### src/rtl/divctl_pkg.sv
`timescale 1ns/1ps
package divctl_pkg;

    // Number of cascaded first-order stages (MASH 1-1-1).
    localparam int MASH_ORDER = 3;

    // Width of the merged correction term (range -3 .. +4).
    localparam int CORR_W = 4;

    typedef logic signed [CORR_W-1:0] corr_t;

    typedef enum logic {
        ST_BYPASS = 1'b0,
        ST_SHAPE  = 1'b1
    } mode_e;

endpackage

### src/rtl/dsm_acc_stage.sv
`timescale 1ns/1ps
// One first-order accumulator stage: exposes its next sum and the carry out.
module dsm_acc_stage #(
    parameter int W = 19
) (
    input  logic         clk,
    input  logic         rst_n,
    input  logic         step,
    input  logic [W-1:0] addend,
    output logic [W-1:0] acc_q,
    output logic [W-1:0] sum_nxt,
    output logic         carry
);

    always_comb begin
        {carry, sum_nxt} = {1'b0, acc_q} + {1'b0, addend};
    end

    always_ff @(posedge clk or negedge rst_n) begin
        if (!rst_n) begin
            acc_q <= '0;
        end else if (step) begin
            acc_q <= sum_nxt;
        end
    end

endmodule

### src/rtl/dsm_noise_combine.sv
`timescale 1ns/1ps
// Merges the three stage carries: c1 + (1 - z^-1) c2 + (1 - z^-1)^2 c3.
module dsm_noise_combine
    import divctl_pkg::*;
(
    input  logic                  clk,
    input  logic                  rst_n,
    input  logic                  step,
    input  logic [MASH_ORDER-1:0] carry_in,
    output corr_t                 corr
);

    logic c2_d;
    logic c3_d;
    logic c3_dd;

    always_ff @(posedge clk or negedge rst_n) begin
        if (!rst_n) begin
            c2_d  <= 1'b0;
            c3_d  <= 1'b0;
            c3_dd <= 1'b0;
        end else if (step) begin
            c2_d  <= carry_in[1];
            c3_d  <= carry_in[2];
            c3_dd <= c3_d;
        end
    end

    always_comb begin
        corr = $signed({3'b000, carry_in[0]})
             + $signed({3'b000, carry_in[1]})
             - $signed({3'b000, c2_d})
             + $signed({3'b000, carry_in[2]})
             - $signed({2'b00, c3_d, 1'b0})
             + $signed({3'b000, c3_dd});
    end

endmodule

### src/rtl/dsm_divctl.sv
`timescale 1ns/1ps
// Fractional-N divide controller: mode FSM, MASH 1-1-1 cascade and clamp.
module dsm_divctl
    import divctl_pkg::*;
#(
    parameter int INT_W   = 7,
    parameter int FRAC_W  = 18,
    parameter int DIV_MIN = 4,
    parameter int DIV_MAX = 127
) (
    input  logic              clk,
    input  logic              rst_n,
    input  logic              mod_en,
    input  logic [INT_W-1:0]  int_part,
    input  logic [FRAC_W-1:0] frac_part,
    output logic [INT_W-1:0]  div_ratio
);

    localparam int ACC_W = FRAC_W + 1;
    localparam int WIDE  = INT_W + 2;
    localparam logic signed [WIDE-1:0] LO_S = WIDE'(DIV_MIN);
    localparam logic signed [WIDE-1:0] HI_S = WIDE'(DIV_MAX);

    mode_e mode_q;
    mode_e mode_d;
    logic  step;

    logic [ACC_W-1:0]      stage_in [MASH_ORDER];
    logic [ACC_W-1:0]      sum_nxt  [MASH_ORDER];
    logic [ACC_W-1:0]      acc_q    [MASH_ORDER];
    logic [MASH_ORDER-1:0] carry;

    corr_t                 corr;
    logic signed [WIDE-1:0] raw_sum;
    logic [INT_W-1:0]      shaped;
    logic [INT_W-1:0]      ratio_d;

    // ---------------- mode state register ----------------
    always_ff @(posedge clk or negedge rst_n) begin
        if (!rst_n) begin
            mode_q <= ST_BYPASS;
        end else begin
            mode_q <= mode_d;
        end
    end

    // ---------------- transitions (ENGAGE / RELEASE) ----------------
    always_comb begin
        unique case (mode_q)
            ST_BYPASS: mode_d = mod_en ? ST_SHAPE  : ST_BYPASS;
            ST_SHAPE:  mode_d = mod_en ? ST_SHAPE  : ST_BYPASS;
            default:   mode_d = ST_BYPASS;
        endcase
    end

    assign step = (mode_q == ST_SHAPE);

    // ---------------- accumulator cascade ----------------
    for (genvar g = 0; g < MASH_ORDER; g++) begin : g_stage
        if (g == 0) begin : g_head
            assign stage_in[g] = {frac_part, 1'b1};
        end else begin : g_tail
            assign stage_in[g] = sum_nxt[g-1];
        end

        dsm_acc_stage #(
            .W (ACC_W)
        ) u_stage (
            .clk     (clk),
            .rst_n   (rst_n),
            .step    (step),
            .addend  (stage_in[g]),
            .acc_q   (acc_q[g]),
            .sum_nxt (sum_nxt[g]),
            .carry   (carry[g])
        );
    end

    dsm_noise_combine u_combine (
        .clk      (clk),
        .rst_n    (rst_n),
        .step     (step),
        .carry_in (carry),
        .corr     (corr)
    );

    // ---------------- clamp ----------------
    always_comb begin
        raw_sum = $signed({2'b00, int_part}) + WIDE'(corr);
        if (raw_sum < LO_S) begin
            shaped = INT_W'(DIV_MIN);
        end else if (raw_sum > HI_S) begin
            shaped = INT_W'(DIV_MAX);
        end else begin
            shaped = INT_W'(raw_sum);
        end
    end

    // ---------------- outputs ----------------
    always_comb begin
        unique case (mode_q)
            ST_BYPASS: ratio_d = int_part;
            ST_SHAPE:  ratio_d = shaped;
            default:   ratio_d = int_part;
        endcase
    end

    always_ff @(posedge clk or negedge rst_n) begin
        if (!rst_n) begin
            div_ratio <= INT_W'(DIV_MIN);
        end else begin
            div_ratio <= ratio_d;
        end
    end

endmodule

### config.mk
export PLATFORM = sky130hd
export DESIGN_NAME = dsm_divctl
export DESIGN_NICKNAME = d
export VERILOG_FILES = /design/src/rtl/divctl_pkg.sv /design/src/rtl/dsm_acc_stage.sv /design/src/rtl/dsm_noise_combine.sv /design/src/rtl/dsm_divctl.sv
export SDC_FILE = /design/constraint.sdc
export NUM_CORES = 1
export LEC_CHECK = 0
export ABC_AREA = 1
export BUFFER_PORTS_ARGS = -buffer_cell sky130_fd_sc_hd__buf_4
export CAP_MARGIN = 20
export CORE_MARGIN = 2
export CORE_UTILIZATION = 25
export DETAILED_ROUTE_END_ITERATION = 10
export MAX_ROUTING_LAYER = met4
export PLACE_DENSITY = 0.44
export REMOVE_ABC_BUFFERS = 1
export SYNTH_ARGS = -nofsm -noshare
export SYNTH_HDL_FRONTEND = slang
export SYNTH_SLANG_ARGS = --single-unit
### constraint.sdc
create_clock -name clk -period 8.65 [get_ports clk]
set_input_delay 1.73 -clock clk [delete_from_list [all_inputs] [get_ports clk]]
set_output_delay 1.73 -clock clk [all_outputs]
set_load 0.03 [all_outputs]
==> results of run 1 <==
-- cells in the mapped netlist (all sizes together) (7+ instances only) --
cell type / instances / share of area [%]
a21oi: 65 / 5.2
a31oi: 7 / 0.70
clkbuf: 12 / 0.74
dfrtp: 67 / 27
ha: 68 / 14
inv: 84 / 5.1
nand2: 315 / 19
nand3: 52 / 4.4
nand3b: 10 / 1.2
nand4: 20 / 2.0
nor2: 63 / 4.3
o21ai: 61 / 5.1
xnor2: 13 / 1.8
xor2: 20 / 2.8
-- layer usage --
metal | share of wire [%] | up-vias | track usage [%] | wire length, um
li1 | - | 3102 | - | -
met1 | 49 | 2737 | 19.6 | 9020
met2 | 46 | 94 | 24.8 | 8410
met3 | 3.4 | 20 | 2.22 | 629
met4 | 1.8 | 0 | 4.10 | 335
met5 | 0 | - | - | 0
-- state kept, by name, indices dropped and copies added, names as in the netlist --
signal and count:
g_stage.u_stage.acc_q 57, u_combine.c3_dd 1, u_combine.c3_d 1, mode_q 1
div_ratio 7, u_combine.c2_d 1
-- logic make-up after synthesis --
kind of cell / after synthesis
adder cells (fa/ha/maj): 74
XOR/XNOR: 33
AND/OR/NAND/NOR: 478
flip-flops: 68
AO/OA/AOI/OAI: 151
buffers and inverters: 102
-- cell usage in the layout, fill, tap and decap left out, types with 6 or more instances in the layout --
cell type	n
xor2_2	6
clkbuf_16	9
nor2_2	8
o21ai_0	47
nor2_1	53
nand2_1	301
a21oi_1	57
nand4_1	20
o21ai_2	7
xnor2_1	11
and2_1	6
ha_1	61
nand2_2	12
buf_4	65
o21ai_1	7
dfrtp_1	66
nand3b_1	10
a21oi_2	8
a31oi_1	6
xor2_1	14
nand3_1	50
inv_1	80
a21o_1	6
fa_1	6
-- timing repair --
action                                 CTS  global route
endpoints found under the hold margin    0             0
setup endpoints to repair                0             7
setup buffers                            0             4
resized for setup                        0            39
-- how the worst min path moves through the flow --
stage,end
after floorplan,g_stage[1].u_stage.acc_q[0]$_DFFE_PN0P_
after global placement,g_stage[2].u_stage.acc_q[0]$_DFFE_PN0P_
after detailed placement,g_stage[2].u_stage.acc_q[0]$_DFFE_PN0P_
after CTS,g_stage[2].u_stage.acc_q[0]$_DFFE_PN0P_
after global routing,g_stage[0].u_stage.acc_q[13]$_DFFE_PN0P_
final,g_stage[0].u_stage.acc_q[11]$_DFFE_PN0P_
-- worst register-to-register path: cells and delay by family, from the launching register on --
kind	cells	cell delay, ps
buf+inv	7	540
fa+ha+maj	8	2650
simple gates	19	1920
compound gates	7	1080
flops	1	470
xor+xnor	1	190
-- through the flow --
step / setup slack [ps] / TNS [ps] / std cells
3_3_place_gp: -47.2 / -51.0 / 1282
5_1_grt: -11.9 / -11.9 / 1302
6_report: 655 / 0 / 1302
3_5_place_dp: -73.3 / -135 / 1282
4_1_cts: 271 / 0 / 1298
2_1_floorplan: 1060 / 0 / 890
-- area by class of cell --
type | count | area share, %
clock buffer | 9 | 2.96
clock inverter | 7 | 1.20
inverter | 86 | 4.34
multi-input combinational | 736 | 57.0
sequential | 68 | 22.4
tap | 330 | 5.43
timing repair buffer | 66 | 6.68
==> flow_summary.rst, run 1 <==
.. list-table::
   :header-rows: 1

   * - Metric
     - Value
   * - Via count of the first global-routing pass
     - 6,281
   * - Share of cells above drive strength 1
     - 15.9%
   * - Share of the synthesized netlist area taken by xor and xnor gates
     - 4.60%
   * - Clock period minus worst slack
     - 7990 ps
   * - Grt total ovfl
     - 0
   * - Num ports
     - 35
   * - Area of all placed cells without fillers
     - 7610 um^2
   * - Global placer's final weighted congestion
     - 0.855
   * - Die height
     - 163 um
   * - Crit Path Max Fanout
     - 6
   * - Routed wire per std cell
     - 14.1 um
   * - Total of buffers placed on input and output ports
     - 34
   * - Worst Tran Pin Value
     - 995 ps
   * - Final net count
     - 1,069
   * - Diode count
     - 0
   * - Number of buffers created by CTS
     - 9
   * - Total wire length
     - 18.4 mm
   * - Placement Rows
     - 58
   * - Most used cell along the critical path
     - nand2_1
   * - Delay of the slowest cell on the worst path
     - 510 ps
   * - Crit path capture type
     - flop
   * - Remaining max-slew budget at the tightest pin
     - 33.7%
   * - Pin count of the biggest net entering global routing
     - 70
   * - CP delay by family, top
     - adder cells
   * - Initial antenna violation count
     - 0
   * - Number of maximum-capacitance violations
     - 0
   * - Mean Syn Cell Area
     - 6.94 um^2
   * - Cell with the largest stage delay on the worst path
     - fa_1
   * - Buffering stage count on the worst path with inverters included
     - 11
   * - Detailed-routing iteration count for the pre-antenna-repair pass
     - 4
   * - Slack of the worst reg-to-reg path
     - 1740 ps
   * - FF+latch area
     - 1700 um^2
   * - Dominant combinational cell family by area after synthesis
     - simple AND/OR/NAND/NOR gates
   * - Count of endpoints failing hold in the final timing report
     - 0
   * - Type of the worst setup path
     - input port to flop
   * - Initial detailed-routing violation count
     - 317
   * - Timing endpoint of the critical path
     - div_ratio[6]$_DFF_PN0_
   * - Clock-pin slew on the worst setup and hold paths
     - 60 ps
   * - Layout Utilization
     - 30.6%
   * - Master cell of the clock root buffer
     - clkbuf_16
   * - Layout overhead on the synthesized area
     - 21.1%
   * - Detailed-route vias per instance
     - 4.57
   * - Clk Latency, worst-skew pair
     - 350 ps
   * - Worst hold slack after final layout
     - 484 ps
   * - Detailed placement HPWL
     - 14.0 mm
   * - Multiplexer fraction of the synthesized cell area
     - 0%
   * - Worst reg2reg path depth
     - 42
   * - #FFs+latches synth
     - 68
   * - Simple logic cell fraction of the synthesized area
     - 33.2%
   * - CTS max path bufs
     - 2
   * - Hold path depth
     - 2
   * - Area of combinational cells with multiple inputs
     - 4340 um^2
   * - Post-synthesis cell count
     - 906
   * - Via Count
     - 5,953
   * - Sequential element share of the synthesized area
     - 27.1%
   * - Pins over their slew limit
     - 0
   * - Total of endpoints with negative setup slack in the final report
     - 0
   * - Post-detailed-route DRC marker count
     - 0
   * - Startpoint of the worst hold path
     - g_stage[0].u_stage.acc_q[11]$_DFFE_PN0P_
   * - Startpoint Class
     - input port
   * - GRT Resource Usage Total
     - 15.1%
   * - Area fraction in compound gates after synthesis
     - 13.3%
   * - Async set-or-reset flop fraction in the synthesized netlist
     - 100%
   * - Initial core utilization
     - 25.2%
   * - Start point of the critical path
     - frac_part[1]
   * - Die width
     - 163 um
   * - Required @ worst endpoint
     - 8900 ps
   * - Global-route wire length before repair
     - 31.0 mm
   * - WP data arrival
     - 8240 ps
   * - Share of synthesized cell area in full adder, half adder and majority cells
     - 15.5%
   * - Number of fillers in the final layout
     - 2,744
   * - Number of synthesis warnings
     - 0
   * - Main synth FF type
     - dfrtp_1
   * - Number of sinks handled by clock tree synthesis
     - 68
   * - Final Skew
     - 6.53 ps
   * - Path length in cells of the critical path
     - 45
   * - Clock tree from TritonCTS
     - yes
   * - Hold-fix buffer count after cts
     - 0
   * - Worst r2r src
     - g_stage[0].u_stage.acc_q[0]$_DFFE_PN0P_
   * - Worst r2r dst
     - div_ratio[6]$_DFF_PN0_
   * - Core ar.
     - 24,900 um^2
   * - H-Tree Level Count
     - 3
   * - Number of nets with antenna violations after detailed routing
     - 0
   * - Number of library cell types mapped by synthesis
     - 47
   * - Class of the tightest hold or removal check
     - flop to flop
   * - Area of the die
     - 26,400 um^2
   * - Area of placed instances
     - 7110 um^2
   * - Outcome
     - completed
   * - F_max
     - 125 MHz
   * - EDFF count, synth
     - 0
   * - Post-synthesis instance area
     - 6280 um^2
   * - Post-route clock period utilization
     - 92.4%
Power of run 1 is not shown: default switching activity piles up to over one toggle a cycle in this logic, so the estimate is an artifact.
==> inputs of run 2 (changes only) <==
--- a/config.mk
+++ b/config.mk
@@ -8,9 +8,11 @@
 export ABC_AREA = 1
 export BUFFER_PORTS_ARGS = -buffer_cell sky130_fd_sc_hd__buf_4
 export CAP_MARGIN = 20
+export CORE_ASPECT_RATIO = 1.25
 export CORE_MARGIN = 2
 export CORE_UTILIZATION = 25
 export DETAILED_ROUTE_END_ITERATION = 10
+export GPL_ROUTABILITY_DRIVEN = 1
 export MAX_ROUTING_LAYER = met4
 export PLACE_DENSITY = 0.44
 export REMOVE_ABC_BUFFERS = 1
==> run 2 against run 1 <==
- clock skew is 1.7 ps higher
- utilization is 0.075 points lower
- final cell count about the same
- non-clock buffer count up 1
- global-route usage down 0.35 points
- via count down 0.91%
- hold slack got worse by 1.3 ps
- sequential cell count stayed put
- wire length shrank 1.0%
- design area fell by 1.5%
- critical endpoint is now div_ratio[3]$_DFF_PN0_
==> flow_summary.rst, run 2 (same netlist as run 1, synthesis figures left out) <==
.. list-table::
   :header-rows: 1

   * - Metric
     - Value
   * - Outcome
     - completed
   * - Count of endpoints failing hold in the final timing report
     - 0 (unchanged)
   * - Total wire length
     - 18.2 mm (-1.0%)
   * - Most flops, register
     - g_stage.u_stage.acc_q
   * - Clk Latency, worst-skew pair
     - 350 ps (about the same)
   * - Crit Path Max Fanout
     - 6 (unchanged)
   * - Detailed-routing iteration count for the pre-antenna-repair pass
     - 4 (unchanged)
   * - Layout overhead on the synthesized area
     - 19.3%
   * - Total of endpoints with negative setup slack in the final report
     - 0 (unchanged)
   * - Initial antenna violation count
     - 0 (unchanged)
   * - Clock-pin slew on the worst setup and hold paths
     - 60 ps (about the same)
   * - Pins over their slew limit
     - 0 (unchanged)
   * - Detailed-route vias per instance
     - 4.53 (-0.98%)
   * - Global placer's final weighted congestion
     - 0.839 (-1.9%)
   * - Largest regs
     - g_stage.u_stage.acc_q (57), div_ratio (7)
   * - Die height
     - 181 um (+12%)
   * - Flip-flop count of the largest register, all copies and words added
     - 57 (unchanged)
   * - Grt total ovfl
     - 0 (unchanged)
   * - Crit path capture type
     - flop
   * - Clock tree from TritonCTS
     - yes
   * - Final Skew
     - 8.18 ps (+1.66 ps)
   * - Delay of the slowest cell on the worst path
     - 500 ps (about the same)
   * - Diode count
     - 0 (unchanged)
   * - Master cell of the clock root buffer
     - clkbuf_16
   * - Clock period minus worst slack
     - 8000 ps (+6.75 ps)
   * - Routed wire per std cell
     - 14.0 um (-1.1%)
   * - H-Tree Level Count
     - 3 (unchanged)
   * - Most used cell along the critical path
     - nand2_1
   * - Remaining max-slew budget at the tightest pin
     - 36.1% (+2.4 points)
   * - GRT Resource Usage Total
     - 14.8% (-0.35 points)
   * - Number of buffers created by CTS
     - 9 (unchanged)
   * - Pin count of the biggest net entering global routing
     - 70 (unchanged)
   * - Placement Rows
     - 64 (+10%)
   * - Required @ worst endpoint
     - 8860 ps (-40 ps)
   * - Core ar.
     - 24,600 um^2 (-1.2%)
   * - Worst Tran Pin Value
     - 959 ps (-36.3 ps)
   * - Cell with the largest stage delay on the worst path
     - fa_1
   * - Detailed placement HPWL
     - 14.1 mm (+0.45%)
   * - Commonest cells after routing, fill and taps aside
     - nand2_1, inv_1, ha_1
   * - Post-route clock period utilization
     - 92.5% (about the same)
   * - Setup_tns
     - 0 ps (unchanged)
   * - Die width
     - 146 um (-10%)
   * - Hold-fix buffer count after cts
     - 0 (unchanged)
   * - Most common cell after layout, fill and taps aside
     - nand2_1
   * - Area of the die
     - 26,400 um^2 (about the same)
   * - Startpoint Class
     - input port
   * - CTS max path bufs
     - 2 (unchanged)
   * - WP data arrival
     - 8210 ps (-30 ps)
   * - Initial detailed-routing violation count
     - 241 (-24%)
   * - Number of maximum-capacitance violations
     - 0 (unchanged)
   * - Setup repair after global routing missed its margin
     - false
   * - Num ports
     - 35 (unchanged)
   * - Global-route wire length before repair
     - 30.5 mm (-1.6%)
   * - Share of cells above drive strength 1
     - 13.4% (-2.6 points)
   * - Number of sinks handled by clock tree synthesis
     - 68 (unchanged)
   * - Post-detailed-route DRC marker count
     - 0 (unchanged)
   * - Class of the tightest hold or removal check
     - flop to flop
   * - Total of buffers placed on input and output ports
     - 34 (unchanged)
   * - Number of nets with antenna violations after detailed routing
     - 0 (unchanged)
   * - F_max
     - 125 MHz (about the same)
   * - Final net count
     - 1,070 (+0.094%)
   * - Type of the worst setup path
     - input port to flop
   * - Via count of the first global-routing pass
     - 6,219 (-0.99%)
   * - Initial core utilization
     - 25.6% (+0.32 points)
   * - Via Count
     - 5,899 (-0.91%)
-- run 2: area by class of cell --
type	instances	area, um^2
sequential	68	1700
clock inverter	7	98.8
inverter	86	330
fill	2745	17100
clock buffer	9	225
tap	330	413
timing repair buffer	67	515
multi-input combinational	736	4210
-- run 2: worst paths after layout --
| path | start | to | slack (ps) | depth (start not counted) |
|---|---|---|---|---|
| setup / recovery | frac_part[3] | div_ratio[3]$_DFF_PN0_ | 650 | 43 |
| hold / removal | g_stage[2].u_stage.acc_q[0]$_DFFE_PN0P_ | g_stage[2].u_stage.acc_q[0]$_DFFE_PN0P_ | 480 | 2 |
| setup reg to reg | g_stage[0].u_stage.acc_q[0]$_DFFE_PN0P_ | div_ratio[3]$_DFF_PN0_ | 1760 | 43 |
| hold reg to reg | g_stage[2].u_stage.acc_q[0]$_DFFE_PN0P_ | g_stage[2].u_stage.acc_q[0]$_DFFE_PN0P_ | 480 | 2 |
| max in group asynchronous | rst_n | g_stage[1].u_stage.acc_q[12]$_DFFE_PN0P_ | 6390 | 2 |
| min in group asynchronous | rst_n | mode_q$_DFF_PN0_ | 1150 | 1 |
-- run 2: critical path: cells and delay by family --
kind / cells / cell delay (ps)
adder cells (fa/ha/maj): 8 / 2440
buffers and inverters: 7 / 550
AO/OA/AOI/OAI: 10 / 1710
XOR/XNOR: 1 / 120
AND/OR/NAND/NOR: 17 / 1650
-- run 2: what timing repair did --
action,CTS,global route
buffers inserted,0,2
gates resized for setup,0,8
setup endpoints to repair,0,7
-- run 2: metal layers --
metal  GRT usage [%]  wire, um  up-vias  share of wire, %
met3            2.07       379       24               2.1
li1                -         -     3113                 -
met1            17.2      8260     2701                45
met2            26.5      9240       61                51
met5               -         0        -                 0
met4            4.04       322        0               1.8
-- run 2: stage by stage --
step	cell area [um^2]	utilization (%)	hold slack [ps]	setup slack (ps)	instances
global route	7500	30.5	508	5.32	1303
CTS	7450	30.3	486	414	1301
floorplan	6210	-	448	1060	890
finish	7500	30.5	482	648	1303
detailed placement	7130	29.0	470	57.6	1285
global placement	7130	29.0	466	91.5	1285
Power of run 2 is left out for the same reason.
